<file path="src/rtl/rt_xfer_seq.sv">
module rt_xfer_seq #(
  parameter int TMO_CYCLES = 700
) (
  input  logic        clk,
  input  logic        rst_n,
  input  logic        cmd_valid,
  input  logic        cmd_tx,
  input  logic        cmd_rt2rt,
  input  logic [4:0]  cmd_sa,
  input  logic [4:0]  cmd_wc,
  input  logic        rx_valid,
  input  logic [15:0] rx_data,
  input  logic [15:0] status_word,
  output logic        enc_start,
  output logic [15:0] enc_data,
  input  logic        enc_busy,
  output logic        mem_req_n,
  input  logic        mem_gnt_n,
  output logic        mem_wr,
  output logic        mem_op_tsw,
  output logic [10:0] mem_addr,
  output logic [15:0] mem_wdata,
  input  logic [15:0] mem_rdata
);

  localparam int TW = $clog2(TMO_CYCLES + 1);

  typedef enum logic [2:0] {
    S_IDLE, S_RX, S_RX_STAT, S_TX_STAT, S_TX_REQ, S_TX_SEND, S_TSW
  } st_t;

  st_t         st;
  logic        tx, rt2rt, f_wce, f_ovr;
  logic [4:0]  sa;
  logic [5:0]  need, rcv, idx;
  logic [TW-1:0] tmo;
  logic [15:0] hold;

  wire        granted  = !mem_req_n && !mem_gnt_n;
  wire [5:0]  wc_words = (cmd_wc == 5'd0) ? 6'd32 : {1'b0, cmd_wc};
  wire [15:0] tsw      = {idx == need, f_wce, f_ovr, 7'd0, idx};
  wire        tmo_hit  = tmo == TW'(TMO_CYCLES - 1);

  always_ff @(posedge clk or negedge rst_n) begin
    if (!rst_n) begin
      st         <= S_IDLE;
      tx         <= 1'b0;
      rt2rt      <= 1'b0;
      f_wce      <= 1'b0;
      f_ovr      <= 1'b0;
      sa         <= '0;
      need       <= '0;
      rcv        <= '0;
      idx        <= '0;
      tmo        <= '0;
      hold       <= '0;
      enc_start  <= 1'b0;
      enc_data   <= '0;
      mem_req_n  <= 1'b1;
      mem_wr     <= 1'b0;
      mem_op_tsw <= 1'b0;
      mem_addr   <= '0;
      mem_wdata  <= '0;
    end else begin
      enc_start <= 1'b0;
      case (st)
        S_IDLE: if (cmd_valid) begin
          tx    <= cmd_tx;
          sa    <= cmd_sa;
          rt2rt <= cmd_rt2rt && !cmd_tx;
          need  <= wc_words;
          rcv   <= '0;
          idx   <= '0;
          tmo   <= '0;
          f_wce <= 1'b0;
          f_ovr <= 1'b0;
          st    <= cmd_tx ? S_TX_STAT : S_RX;
        end
        S_RX: begin
          if (granted) begin
            mem_req_n <= 1'b1;
            idx       <= idx + 6'd1;
          end
          if (rx_valid && rcv != need) begin
            rcv <= rcv + 6'd1;
            if (!mem_req_n) f_ovr <= 1'b1;
            else begin
              mem_req_n  <= 1'b0;
              mem_wr     <= 1'b1;
              mem_op_tsw <= 1'b0;
              mem_addr   <= {1'b0, sa, idx[4:0]};
              mem_wdata  <= rx_data;
            end
          end
          if (rt2rt && rcv == 6'd0 && !rx_valid) begin
            if (tmo_hit) begin
              f_wce <= 1'b1;
              st    <= S_TSW;
            end else tmo <= tmo + 1'b1;
          end else if (rcv == need && mem_req_n) st <= S_RX_STAT;
        end
        S_RX_STAT: if (!enc_busy) begin
          enc_start <= 1'b1;
          enc_data  <= status_word;
          st        <= S_TSW;
        end
        S_TX_STAT: if (!enc_busy) begin
          enc_start  <= 1'b1;
          enc_data   <= status_word;
          mem_req_n  <= 1'b0;
          mem_wr     <= 1'b0;
          mem_op_tsw <= 1'b0;
          mem_addr   <= {1'b1, sa, idx[4:0]};
          st         <= S_TX_REQ;
        end
        S_TX_REQ: if (granted) begin
          hold      <= mem_rdata;
          mem_req_n <= 1'b1;
          idx       <= idx + 6'd1;
          st        <= S_TX_SEND;
        end
        S_TX_SEND: if (!enc_busy && !enc_start) begin
          enc_start <= 1'b1;
          enc_data  <= hold;
          if (idx == need) st <= S_TSW;
          else begin
            mem_req_n  <= 1'b0;
            mem_wr     <= 1'b0;
            mem_op_tsw <= 1'b0;
            mem_addr   <= {1'b1, sa, idx[4:0]};
            st         <= S_TX_REQ;
          end
        end
        S_TSW: begin
          if (mem_req_n) begin
            mem_req_n  <= 1'b0;
            mem_wr     <= 1'b1;
            mem_op_tsw <= 1'b1;
            mem_addr   <= {tx, sa, 5'd0};
            mem_wdata  <= tsw;
          end else if (!mem_gnt_n) begin
            mem_req_n <= 1'b1;
            st        <= S_IDLE;
          end
        end
        default: st <= S_IDLE;
      endcase
    end
  end

endmodule

</file>
<file path="config.mk">
export PLATFORM = sky130hd
export DESIGN_NAME = rt_xfer_seq
export DESIGN_NICKNAME = d
export VERILOG_FILES = /design/src/rtl/rt_xfer_seq.sv
export SDC_FILE = /design/constraint.sdc
export NUM_CORES = 1
export LEC_CHECK = 0
export BUFFER_PORTS_ARGS = -buffer_cell sky130_fd_sc_hd__buf_2
export CAP_MARGIN = 40
export CORE_MARGIN = 2
export CORE_UTILIZATION = 54
export DETAILED_ROUTE_END_ITERATION = 8
export HOLD_SLACK_MARGIN = 0.08
export PLACE_DENSITY = 0.78
export SLEW_MARGIN = 0
export SYNTH_ARGS = -nofsm -noshare
export SYNTH_HDL_FRONTEND = slang
export SYNTH_SLANG_ARGS = --single-unit
</file>
<file path="constraint.sdc">
create_clock -name clk -period 2.5 [get_ports clk]
set_input_delay 0.375 -clock clk [delete_from_list [all_inputs] [get_ports clk]]
set_output_delay 0.375 -clock clk [all_outputs]
set_load 0.01 [all_outputs]
</file>
# ---- After elaboration in Yosys (flattened, before gate mapping)
# Cells that the tools add are included.
dict set report word_totals {
  regBits 103
  latch_bits 0
  mem_bits_rw 0
  rom_bits 0
  inputBits 66
  output_inout_bits 47
  n_memories 0
}
dict set report op_classes {
  add_sub_neg 3
  n_mul 0
  div_mod_pow 0
  magnitude_cmp 0
  n_eq_ne 29
  shift 0
  muxes 63
  bitwise_logic 0
  reduce_logical 37
}
# operator count
set ops {}
lappend ops {{$mux 16} 5}
lappend ops {{$mux 11} 6}
lappend ops {{$pmux 16 s2} 2}
lappend ops {{$pmux 11 s4} 1}
lappend ops {{$ne 2x2->1 const B} 16}
lappend ops {{$mux 10} 3}
lappend ops {{$mux 3} 10}
lappend ops {{$mux 6} 4}
lappend ops {{$pmux 6 s2} 2}
lappend ops {{$pmux 3 s7} 1}
lappend ops {{$mux 1} 20}
lappend ops {{$pmux 10 s2} 1}
lappend ops {{$reduce_and 4->1} 5}
lappend ops {{$add 6x1->6 const B} 2}
lappend ops {{$eq 6x6->1} 2}
lappend ops {{$add 10x1->10 const B} 1}
lappend ops {{$eq 10x10->1 const B} 1}
lappend ops {{$eq 3x3->1 const B} 3}
lappend ops {{$reduce_and 3->1} 3}
lappend ops {{$reduce_and 9->1} 1}
lappend ops {{$pmux 1 s4} 2}
lappend ops {{$reduce_bool 2->1} 4}
lappend ops {{$logic_and 1x1->1} 7}
lappend ops {{$reduce_and 7->1} 1}
lappend ops {{17 further kinds} 29}

# ---- Logic depth before layout (Yosys ltp)
# Gate-level depths: netlist of the first run.
dict set report logic_depth {
  word_depth 6
  ltp_mapped 9
}

# ---- Least setup slack after synthesis of the first run
# Ideal clock, no wire load.
dict set report synth_path {
  path_type {reg2reg}
  startpoint {register rcv[0]}
  endpoint {register tmo[8]}
  setup_time_ns 0.078
  t_arrival_ns 2.155
  path_slack_ns 0.267
  stages_incl_launch_ff 8
  n_path_buf 0
  cell_sequence {dfrtp_1 > inv_1 > ha_1 > nor4bb_1 > a21oi_1 > or3_1 > or4_1 > a21oi_1}
}
dict set report synth_via {
  elab_chain_len 5
}
# element line_no
set synth_rtl {}
lappend synth_rtl {{start, declared} 35} ;# logic [5:0] need, rcv, idx;
lappend synth_rtl {{start signal, assigned} 85} ;# rcv <= rcv + 6'd1;
lappend synth_rtl {{$logic_not 6->1} 95} ;# if (rt2rt && rcv == 6'd0 && !rx_valid) begin
lappend synth_rtl {{$logic_and 1x1->1 (2 in series)} 95}
lappend synth_rtl {{$ne 2x2->1 (no line)} -}
lappend synth_rtl {{$reduce_and 4->1 (no line)} -}
lappend synth_rtl {{end signal, assigned} 99} ;# end else tmo <= tmo + 1'b1;
lappend synth_rtl {{end, declared} 36} ;# logic [TW-1:0] tmo;
# No other way between the ends.
# A chain may end at the register's enable or synchronous reset.

# ---- Worst setup path in the final report of the first run
dict set report layout_path {
  startpoint {register rcv[0]}
  endpoint {register tmo[9]}
}
# Same word-level chain as after synthesis.

==> run summary, run 1 <==
clk buf depth: 2
crit-path cells: inv_1, ha_1, nor4bb_1, a21oi_1, buf_4, nor4_1, a31oi_1, a41o_1
Worst setup EP type: flop
CTS HTree Levels: 3
Final TNS setup: 0 ns
DPL Wire Length: 8.25 mm
FP Rows: 35
DRC: 0
Async S/R FF share, synth: 100%
post-synth top area share: 50.9%
Sw Ratio: 40.0%
register bit count reported by yosys: 103
# diodes: 0
Pleak: 2.96 nW
FF-to-FF setup slack: 0.22 ns
initial antenna violation count: 0
commonest non-fill, non-tap cells in the layout: buf_2, dfrtp_1, nand2_1, mux2_2, nor2_1
startpoint types: flop
Max-Cap Viols: 0
FMAX: 0.438 GHz
PwrDens: 1160 nW/um^2
Starting Density: 55.0%
DRT iter0 DRCs: 178
clock root buffer: clkbuf_8
latest clock arrival within the worst-skew pair: 0.38 ns
Area contributors post-synth: dfrtp_1, mux2_2, mux2i_1, nand2_1, a21oi_1
Hold Vio Cnt, Final: 0
nets@finish: 679
number of flops mapped to enable cells by yosys: 0
gr usage total: 23.5%
P_int: 0.00417 W
dominant cell type by area after synthesis: dfrtp_1
cell area after layout: 5970 sq um
final global-route overflow total: 0
clock network power share: 13.7%
core area: 9110 sq um
vias: 4041
Syn-to-layout area delta: 19.1%
chip width: 100 um
min cycle time layout: 2.28 ns
Seq pwr share: 41.2%
TritonCTS clock tree: built
Yosys cell types: 51
Max VDD drop: 0.000735 V
vias in the first global route: 3993
Comb pwr share: 45.2%
Top FF cell, synth: dfrtp_1
layout cells sized above 1: 31.6%
HP Class: in2reg
CP top delay family: simple AND/OR/NAND/NOR gates
Chip Height: 100 um
endpoints failing setup: 0
cell count after placement: 708
GP Congestion: 0.892
global-route wire length before repair: 18.7 mm
largest net degree at the start of global routing: 53
syn nets: 557
final worst slack: 0.219 ns
Avg Cell Area, Syn: 10.3 sq um
post-place setup slack: 0.232 ns
Slew Viols, Final: 0
Routed Antenna Nets: 0
Final Util: 65.5%
relative slew slack: 56.0%
Synth Instances: 487
most common cell after layout, fill and taps aside: buf_2
RSZ-0062 raised after global routing: false
status: finished, final reports clean
CP Data Required Time: 2.77 ns
Slowest-stage cell, CP: nor4_1
Die ar.: 10100 sq um
placed cell areas: 5790 sq um
sequential share of the synthesized area: 51.4%
Bufs and invs on worst path: 2
routed wire length: 11.3 mm
vias per inst: 5.58
io pins: 113
actual transition at the worst max-transition pin: 0.660 ns
Crit path arrival time: 2.55 ns
Num CTS Buffers: 9
post-route insts no fill: 724
Mapped Area: 5010 sq um
delay of the slowest critical-path stage: 0.49 ns
IO Port Bufs: 112
Net Switching: 0.00278 W
WL per Instance: 15.6 um
Crit Path Class: reg2reg
# clock sinks: 103
fin crit share: 91.2%
Reg clk slew, reported paths: 0.10 ns
drt pass-1 iters: 4
skew final: 0.0101 ns
Yosys warning total: 0
crit path max fanout: 6
[area by class of cell]
type | instances | area [sq um]
Timing Repair Buffer | 134 | 743
Fill cell | 749 | 3140
Clock buffer | 10 | 128
Inverter | 20 | 75.1
Multi-Input combinational cell | 341 | 2260
Tap cell | 111 | 139
Sequential cell | 103 | 2580
Clock inverter | 5 | 43.8
[power by group through the flow]
stage / Sequential (W) / Combinational, W / Clock (W)
finish: 0.00286 / 0.00314 / 0.000951
global placement: 0.00284 / 0.00305 / 0
floorplan: 0.00289 / 0.00203 / 0
global route: 0.00294 / 0.00350 / 0.00104
detailed placement: 0.00288 / 0.00315 / 0
CTS: 0.00285 / 0.00316 / 0.000974
[worst min-delay path: stages]
cell,delay (ns)
buf_2,0.08
nand2_1,0.04
nand2_1,0.04
[path summary, 6_finish.rpt]
check	to	cells after the start	startpoint
hold / removal	sa[0]	3	cmd_sa[0]
setup / recovery	tmo[9]	8	rcv[0]
max in group asynchronous	mem_req_n	3	rst_n
hold reg to reg	sa[0]	2	sa[0]
setup reg to reg	tmo[9]	8	rcv[0]
min in group asynchronous	mem_wdata[6]	2	rst_n
[per-layer routing]
metal / share of wire, % / up-vias / GRT usage (%)
li1: - / 1951 / -
met1: 45 / 1944 / 31.8
met2: 47 / 127 / 37.2
met3: 6.2 / 19 / 5.78
met4: 1.8 / 0 / 7.90
met5: 0 / - / 0
[Yosys cell counts (4+ instances only)]
library cell  instances
xnor2_1              12
xor2_1                8
nand4_1               7
nor2b_1               5
inv_1                20
or3_1                 6
o211ai_1              4
mux2i_1              29
o31ai_1               5
ha_1                  4
a21oi_1              31
nor4_1                7
mux2_2               38
clkbuf_1             13
buf_2                 6
nand2_1              70
o21ai_0              23
a31oi_1               4
nand3_1              10
nor2_1               36
dfrtp_1             102
[metrics by stage]
stage	hold slack, ns	total power, W
final	0.188	0.00695
after global routing	0.178	0.00748
after CTS	0.182	0.00699
after detailed placement	0.447	0.00604
after global placement	0.441	0.00589
after floorplan	0.0794	0.00492
[repair_timing]
action | CTS | global route
hold buffers | 1 | 0
resized for setup | 0 | 0
setup buffers | 0 | 0
endpoints found under the hold margin | 50 | 0
[cell families after synthesis]
family                   synth area share [%]
multiplexers                             14.3
buffers and inverters                    3.44
AO/OA/AOI/OAI                            10.4
flip-flops                               51.4
AND/OR/NAND/NOR                          15.9
XOR/XNOR                                 3.49
adder cells (fa/ha/maj)                 0.999
[sequential cells by signal, summed over array words and instances, names as in the netlist]
register    cells
enc_data       16
tx              1
enc_start       1
f_wce           1
idx             6
mem_wdata      16
f_ovr           1
need            6
mem_op_tsw      1
tmo            10
sa              5
mem_addr       11
mem_wr          1
st              3
hold           16
rcv             6
mem_req_n       1
rt2rt           1
No activity file was read; power rests on OpenSTA's default activity.
==> run 2, diff against run 1 <==
--- a/config.mk
+++ b/config.mk
@@ -7,11 +7,11 @@
 export LEC_CHECK = 0
 export BUFFER_PORTS_ARGS = -buffer_cell sky130_fd_sc_hd__buf_2
 export CAP_MARGIN = 40
-export CORE_MARGIN = 2
 export CORE_UTILIZATION = 54
 export DETAILED_ROUTE_END_ITERATION = 8
 export HOLD_SLACK_MARGIN = 0.08
-export PLACE_DENSITY = 0.78
+export PLACE_DENSITY = 0.8
+export SETUP_SLACK_MARGIN = 0.3
 export SLEW_MARGIN = 0
 export SYNTH_ARGS = -nofsm -noshare
 export SYNTH_HDL_FRONTEND = slang
==> run summary, run 2 (synthesis gave the netlist of run 1 again) <==
status: complete, but fails checks
failing checks: DRC
global-route wire length before repair: 20.3 mm (+8.4%)
initial antenna violation count: 0 (unchanged)
fin crit share: 84.6% (-6.6 points)
largest net degree at the start of global routing: 55 (+3.8%)
latest clock arrival within the worst-skew pair: 0.40 ns (+0.02 ns)
vias: 4156 (+2.8%)
DPL Wire Length: 8.86 mm (+7.4%)
layout cells sized above 1: 34.1% (+2.4 points)
Die ar.: 9670 sq um (-3.9%)
GP Congestion: 0.889 (-0.30%)
skew final: 0.0216 ns (+0.0115 ns)
CTS HTree Levels: 3 (unchanged)
relative slew slack: 53.6% (-2.5 points)
routed wire length: 12.1 mm (+7.0%)
crit-path cells: or3b_2, nor2_2, a21oi_1, o2111ai_1, buf_6, mux2_2
Num CTS Buffers: 9 (unchanged)
io pins: 113 (unchanged)
hold path depth: 3 (unchanged)
Worst Reg2Reg Path Length in Cells: 6 (-2)
Pleak: 3.04 nW (+2.5%)
final global-route overflow total: 0 (unchanged)
HP Class: in2reg
crit path max fanout: 12 (+6)
endpoints failing setup: 0 (unchanged)
Final TNS setup: 0 ns (unchanged)
Syn-to-layout area delta: 22.3%
FF-to-FF setup slack: 0.38 ns (+0.17 ns)
drt pass-1 iters: 7 (+3)
Worst setup EP type: flop
Routed Antenna Nets: 0 (unchanged)
vias in the first global route: 4270 (+6.9%)
Slowest-stage cell, CP: dfrtp_4
delay of the slowest critical-path stage: 0.56 ns (+0.07 ns)
startpoint types: flop
actual transition at the worst max-transition pin: 0.697 ns (+0.0371 ns)
FMAX: 0.473 GHz (+7.8%)
most common cell after layout, fill and taps aside: buf_2
Chip Height: 98.3 um (-2.0%)
chip width: 98.3 um (-2.0%)
Hold Vio Cnt, Final: 0 (unchanged)
Final Util: 69.3% (+3.7 points)
Starting Density: 56.6% (+1.6 points)
Hold WS: 0.159 ns (-0.0291 ns)
gr usage total: 26.8% (+3.4 points)
# clock sinks: 103 (unchanged)
nets@finish: 687 (+1.2%)
min cycle time layout: 2.12 ns (-0.165 ns)
PwrDens: 1200 nW/um^2 (+2.7%)
clock root buffer: clkbuf_8
WL per Instance: 16.6 um (+6.2%)
TritonCTS clock tree: built
cell area after layout: 6130 sq um (+2.7%)
Max-Cap Viols: 0 (unchanged)
top flop regs: enc_data x16, hold x16, mem_wdata x16
# diodes: 0 (unchanged)
vias per inst: 5.69 (+2.0%)
IO Port Bufs: 112 (unchanged)
Slew Viols, Final: 0 (unchanged)
core area: 8850 sq um (-2.9%)
total chip power: 0.00733 W (+5.5%)
Crit path arrival time: 2.39 ns (-0.16 ns)
DRT iter0 DRCs: 227 (+28%)
DRC: 7 (+7)
Max VDD drop: 0.000727 V (-1.1%)
RSZ-0062 raised after global routing: true
commonest non-fill, non-tap cells in the layout: buf_2, dfrtp_1, nand2_1, mux2_2, nor2_1
Crit Path Class: reg2reg
clk buf depth: 2 (unchanged)
FP Rows: 34 (-2.9%)
placed cell areas: 5830 sq um (+0.65%)
CP Data Required Time: 2.78 ns (about the same)
Reg clk slew, reported paths: 0.12 ns (+0.02 ns)
## run 2: cell count changes in the layout (fill, tap and decap cells not counted), sizes merged
cell	delta
buf	+8
clkinv	+3
clkinvlp	-2
clkbuf	-1
inv	+1
## run 2: repair_timing
action                     4_1_cts  5_1_grt
hold endpoints to repair        52        0
setup endpoints to repair       18       23
hold buffers                     1        0
setup buffers                    1        4
gates resized for setup          3        7
pin swaps                        0        1
## run 2: path summary, 6_finish.rpt
| check | from | endpoint |
|---|---|---|
| worst max-delay path | st[1] | mem_addr[5] |
| worst min-delay path | cmd_sa[0] | sa[0] |
| worst max register to register | st[1] | mem_addr[5] |
| worst min register to register | sa[2] | sa[2] |
| max in group asynchronous | rst_n | mem_req_n |
| min in group asynchronous | rst_n | enc_data[3] |
## run 2: per-layer routing
layer | track usage (%) | routed length (um)
met5 | 0 | 0
met4 | 11.1 | 366
met3 | 7.80 | 875
met2 | 44.7 | 5960
met1 | 32.8 | 4920
## run 2: per-stage QoR
step | setup WS (ns) | std cells
2_1_floorplan | 0.316 | 487
3_3_place_gp | 0.299 | 708
3_5_place_dp | 0.200 | 708
4_1_cts | 0.293 | 726
5_1_grt | 0.300 | 730
6_report | 0.384 | 730
## run 2: area by class of cell
class / instances / area (sq um)
clock buffers: 9 / 124
multi-input cells: 341 / 2300
flip-flops and latches: 103 / 2580
clock inverters: 7 / 93.8
inverters: 20 / 75.1
repair buffers: 142 / 817
fillers: 706 / 2720
well taps: 108 / 135
## run 2: power breakdown
| group | switching, W | internal, W | total, W |
|---|---|---|---|
| combinational | 0.00184 | 0.00157 | 0.00340 |
| sequential | 0.000496 | 0.00234 | 0.00284 |
| clock | 0.000672 | 0.000412 | 0.00108 |
| total | 0.00300 | 0.00432 | 0.00733 |
## run 2: critical path: cells and delay by family (launching register included)
family,cells,cell delay (ns)
compound gates,2,0.19
buf+inv,1,0.22
flops,1,0.56
mux,1,0.35
simple gates,2,0.69
==> run 3, diff against run 2 <==
==> constraint.sdc (replaced) <==
create_clock -name clk -period 2.2 [get_ports clk]
set_input_delay 0.33 -clock clk [delete_from_list [all_inputs] [get_ports clk]]
set_output_delay 0.33 -clock clk [all_outputs]
set_load 0.01 [all_outputs]
==> run summary, run 3 (synthesis gave the netlist of run 1 again) <==
status: complete, but fails checks
failing checks: DRC
relative slew slack: 66.2% (+13 points)
DRC: 1 (-6)
Pleak: 3.38 nW (+11%)
crit path max fanout: 6 (-6)
FP Rows: 34 (unchanged)
nets@finish: 733 (+6.7%)
fin crit share: 96.3% (+12 points)
GP Congestion: 0.859 (-3.4%)
fillers: 517 (-27%)
Die ar.: 9670 sq um (unchanged)
Hold Vio Cnt, Final: 0 (unchanged)
multi-input logic area: 2630 sq um (+14%)
final global-route overflow total: 0 (unchanged)
global-route wire length before repair: 20.8 mm (+2.7%)
# clock sinks: 103 (unchanged)
cell area after layout: 6970 sq um (+14%)
largest net degree at the start of global routing: 67 (+22%)
vias: 4595 (+11%)
Routed Antenna Nets: 0 (unchanged)
WL per Instance: 19.2 um (+16%)
gr usage total: 27.4% (+0.57 points)
commonest non-fill, non-tap cells in the layout: buf_2, dfrtp_1, nand2_1, buf_4, nor2_1
total area of sequential cells: 2590 sq um (about the same)
chip width: 98.3 um (unchanged)
endpoints failing setup: 0 (unchanged)
clk buf depth: 2 (unchanged)
Syn-to-layout area delta: 39.1%
DPL Wire Length: 8.81 mm (-0.66%)
io pins: 113 (unchanged)
RSZ-0062 raised after global routing: true
most common cell after layout, fill and taps aside: buf_2
skew final: 0.0132 ns (-0.00836 ns)
clock root buffer: clkbuf_8
vias per inst: 5.93 (+4.1%)
drt pass-1 iters: 9 (+2)
startpoint types: flop
Crit Path Class: reg2reg
Slew Viols, Final: 0 (unchanged)
layout cells sized above 1: 45.1% (+11 points)
PwrDens: 1420 nW/um^2 (+19%)
core area: 8850 sq um (unchanged)
initial antenna violation count: 0 (unchanged)
routed wire length: 14.9 mm (+23%)
Num CTS Buffers: 9 (unchanged)
CP Data Required Time: 2.46 ns (-0.32 ns)
Max-Cap Viols: 0 (unchanged)
# diodes: 0 (unchanged)
Final Util: 78.8% (+9.5 points)
Starting Density: 56.6% (unchanged)
Reg clk slew, reported paths: 0.10 ns (-0.02 ns)
vias in the first global route: 4405 (+3.2%)
Crit path arrival time: 2.38 ns (about the same)
DRT iter0 DRCs: 329 (+45%)
FMAX: 0.472 GHz (-0.18%)
Max VDD drop: 0.000756 V (+3.9%)
IO Port Bufs: 112 (unchanged)
Worst setup EP type: flop
Final TNS setup: 0 ns (unchanged)
actual transition at the worst max-transition pin: 0.505 ns (-0.192 ns)
CTS HTree Levels: 3 (unchanged)
Chip Height: 98.3 um (unchanged)
TritonCTS clock tree: built
HP Class: in2reg
latest clock arrival within the worst-skew pair: 0.37 ns (-0.03 ns)
top flop regs: enc_data x16, hold x16, mem_wdata x16
min cycle time layout: 2.12 ns (+0.00392 ns)
placed cell areas: 5990 sq um (+2.8%)
run 3: final cells by class:
class,count,area share [%]
Clock inverter,6,1.13
Clock buffer,9,1.78
Multi-Input combinational cell,341,37.7
Timing Repair Buffer,188,19.2
Inverter,20,1.08
Tap cell,108,1.94
Sequential cell,103,37.1
run 3: report_power, final:
part,total (W),internal [W],switching [W],leakage (nW)
combinational,0.00545,0.00266,0.00279,2.01
sequential,0.00321,0.00267,0.000548,1.28
clock,0.00124,0.000538,0.000697,0.0951
run 3: metal layers:
| layer | global-route usage [%] | routed length [um] |
|---|---|---|
| met1 | 34.4 | 5930 |
| met2 | 45.9 | 7580 |
| met3 | 7.09 | 979 |
| met4 | 9.99 | 386 |
| met5 | 0 | 0 |
run 3: what timing repair did:
item                                    CTS  global route
setup buffers                            17            21
hold buffers                              1             0
gates cloned                              0             3
hold endpoints to repair                  8             0
pin swaps                                 6            27
endpoints found under the setup margin   48            71
resized for setup                        15            86
run 3: final timing paths:
| check | startpoint | slack (ns) | cells after the start | to |
|---|---|---|---|---|
| worst max-delay path | st[0] | 0.08 | 7 | mem_wdata[3] |
| worst min-delay path | cmd_sa[3] | 0.15 | 3 | sa[3] |
| worst max register to register | st[0] | 0.08 | 7 | mem_wdata[3] |
| worst min register to register | sa[4] | 0.49 | 2 | sa[4] |
| max in group asynchronous | rst_n | 1.21 | 3 | mem_req_n |
| min in group asynchronous | rst_n | 0.33 | 2 | tmo[4] |
run 3: stage by stage:
step | setup WS, ns | hold WS, ns | total power (W) | instances
floorplan | 0.190 | 0.0344 | 0.00573 | 487
global placement | 0.123 | 0.177 | 0.00704 | 718
CTS | 0.140 | 0.147 | 0.00877 | 751
global route | 0.0246 | 0.138 | 0.0104 | 775
detailed placement | 0.0851 | 0.181 | 0.00723 | 718
finish | 0.0805 | 0.152 | 0.00990 | 775
run 3: critical path, stage by stage, from the launching register on:
cell       delay (ns)
dfrtp_2          0.43
buf_6            0.14
nor3b_4          0.17
and3_4           0.19
a21o_1           0.20
a211oi_4         0.31
clkbuf_16        0.23
mux2_2           0.34
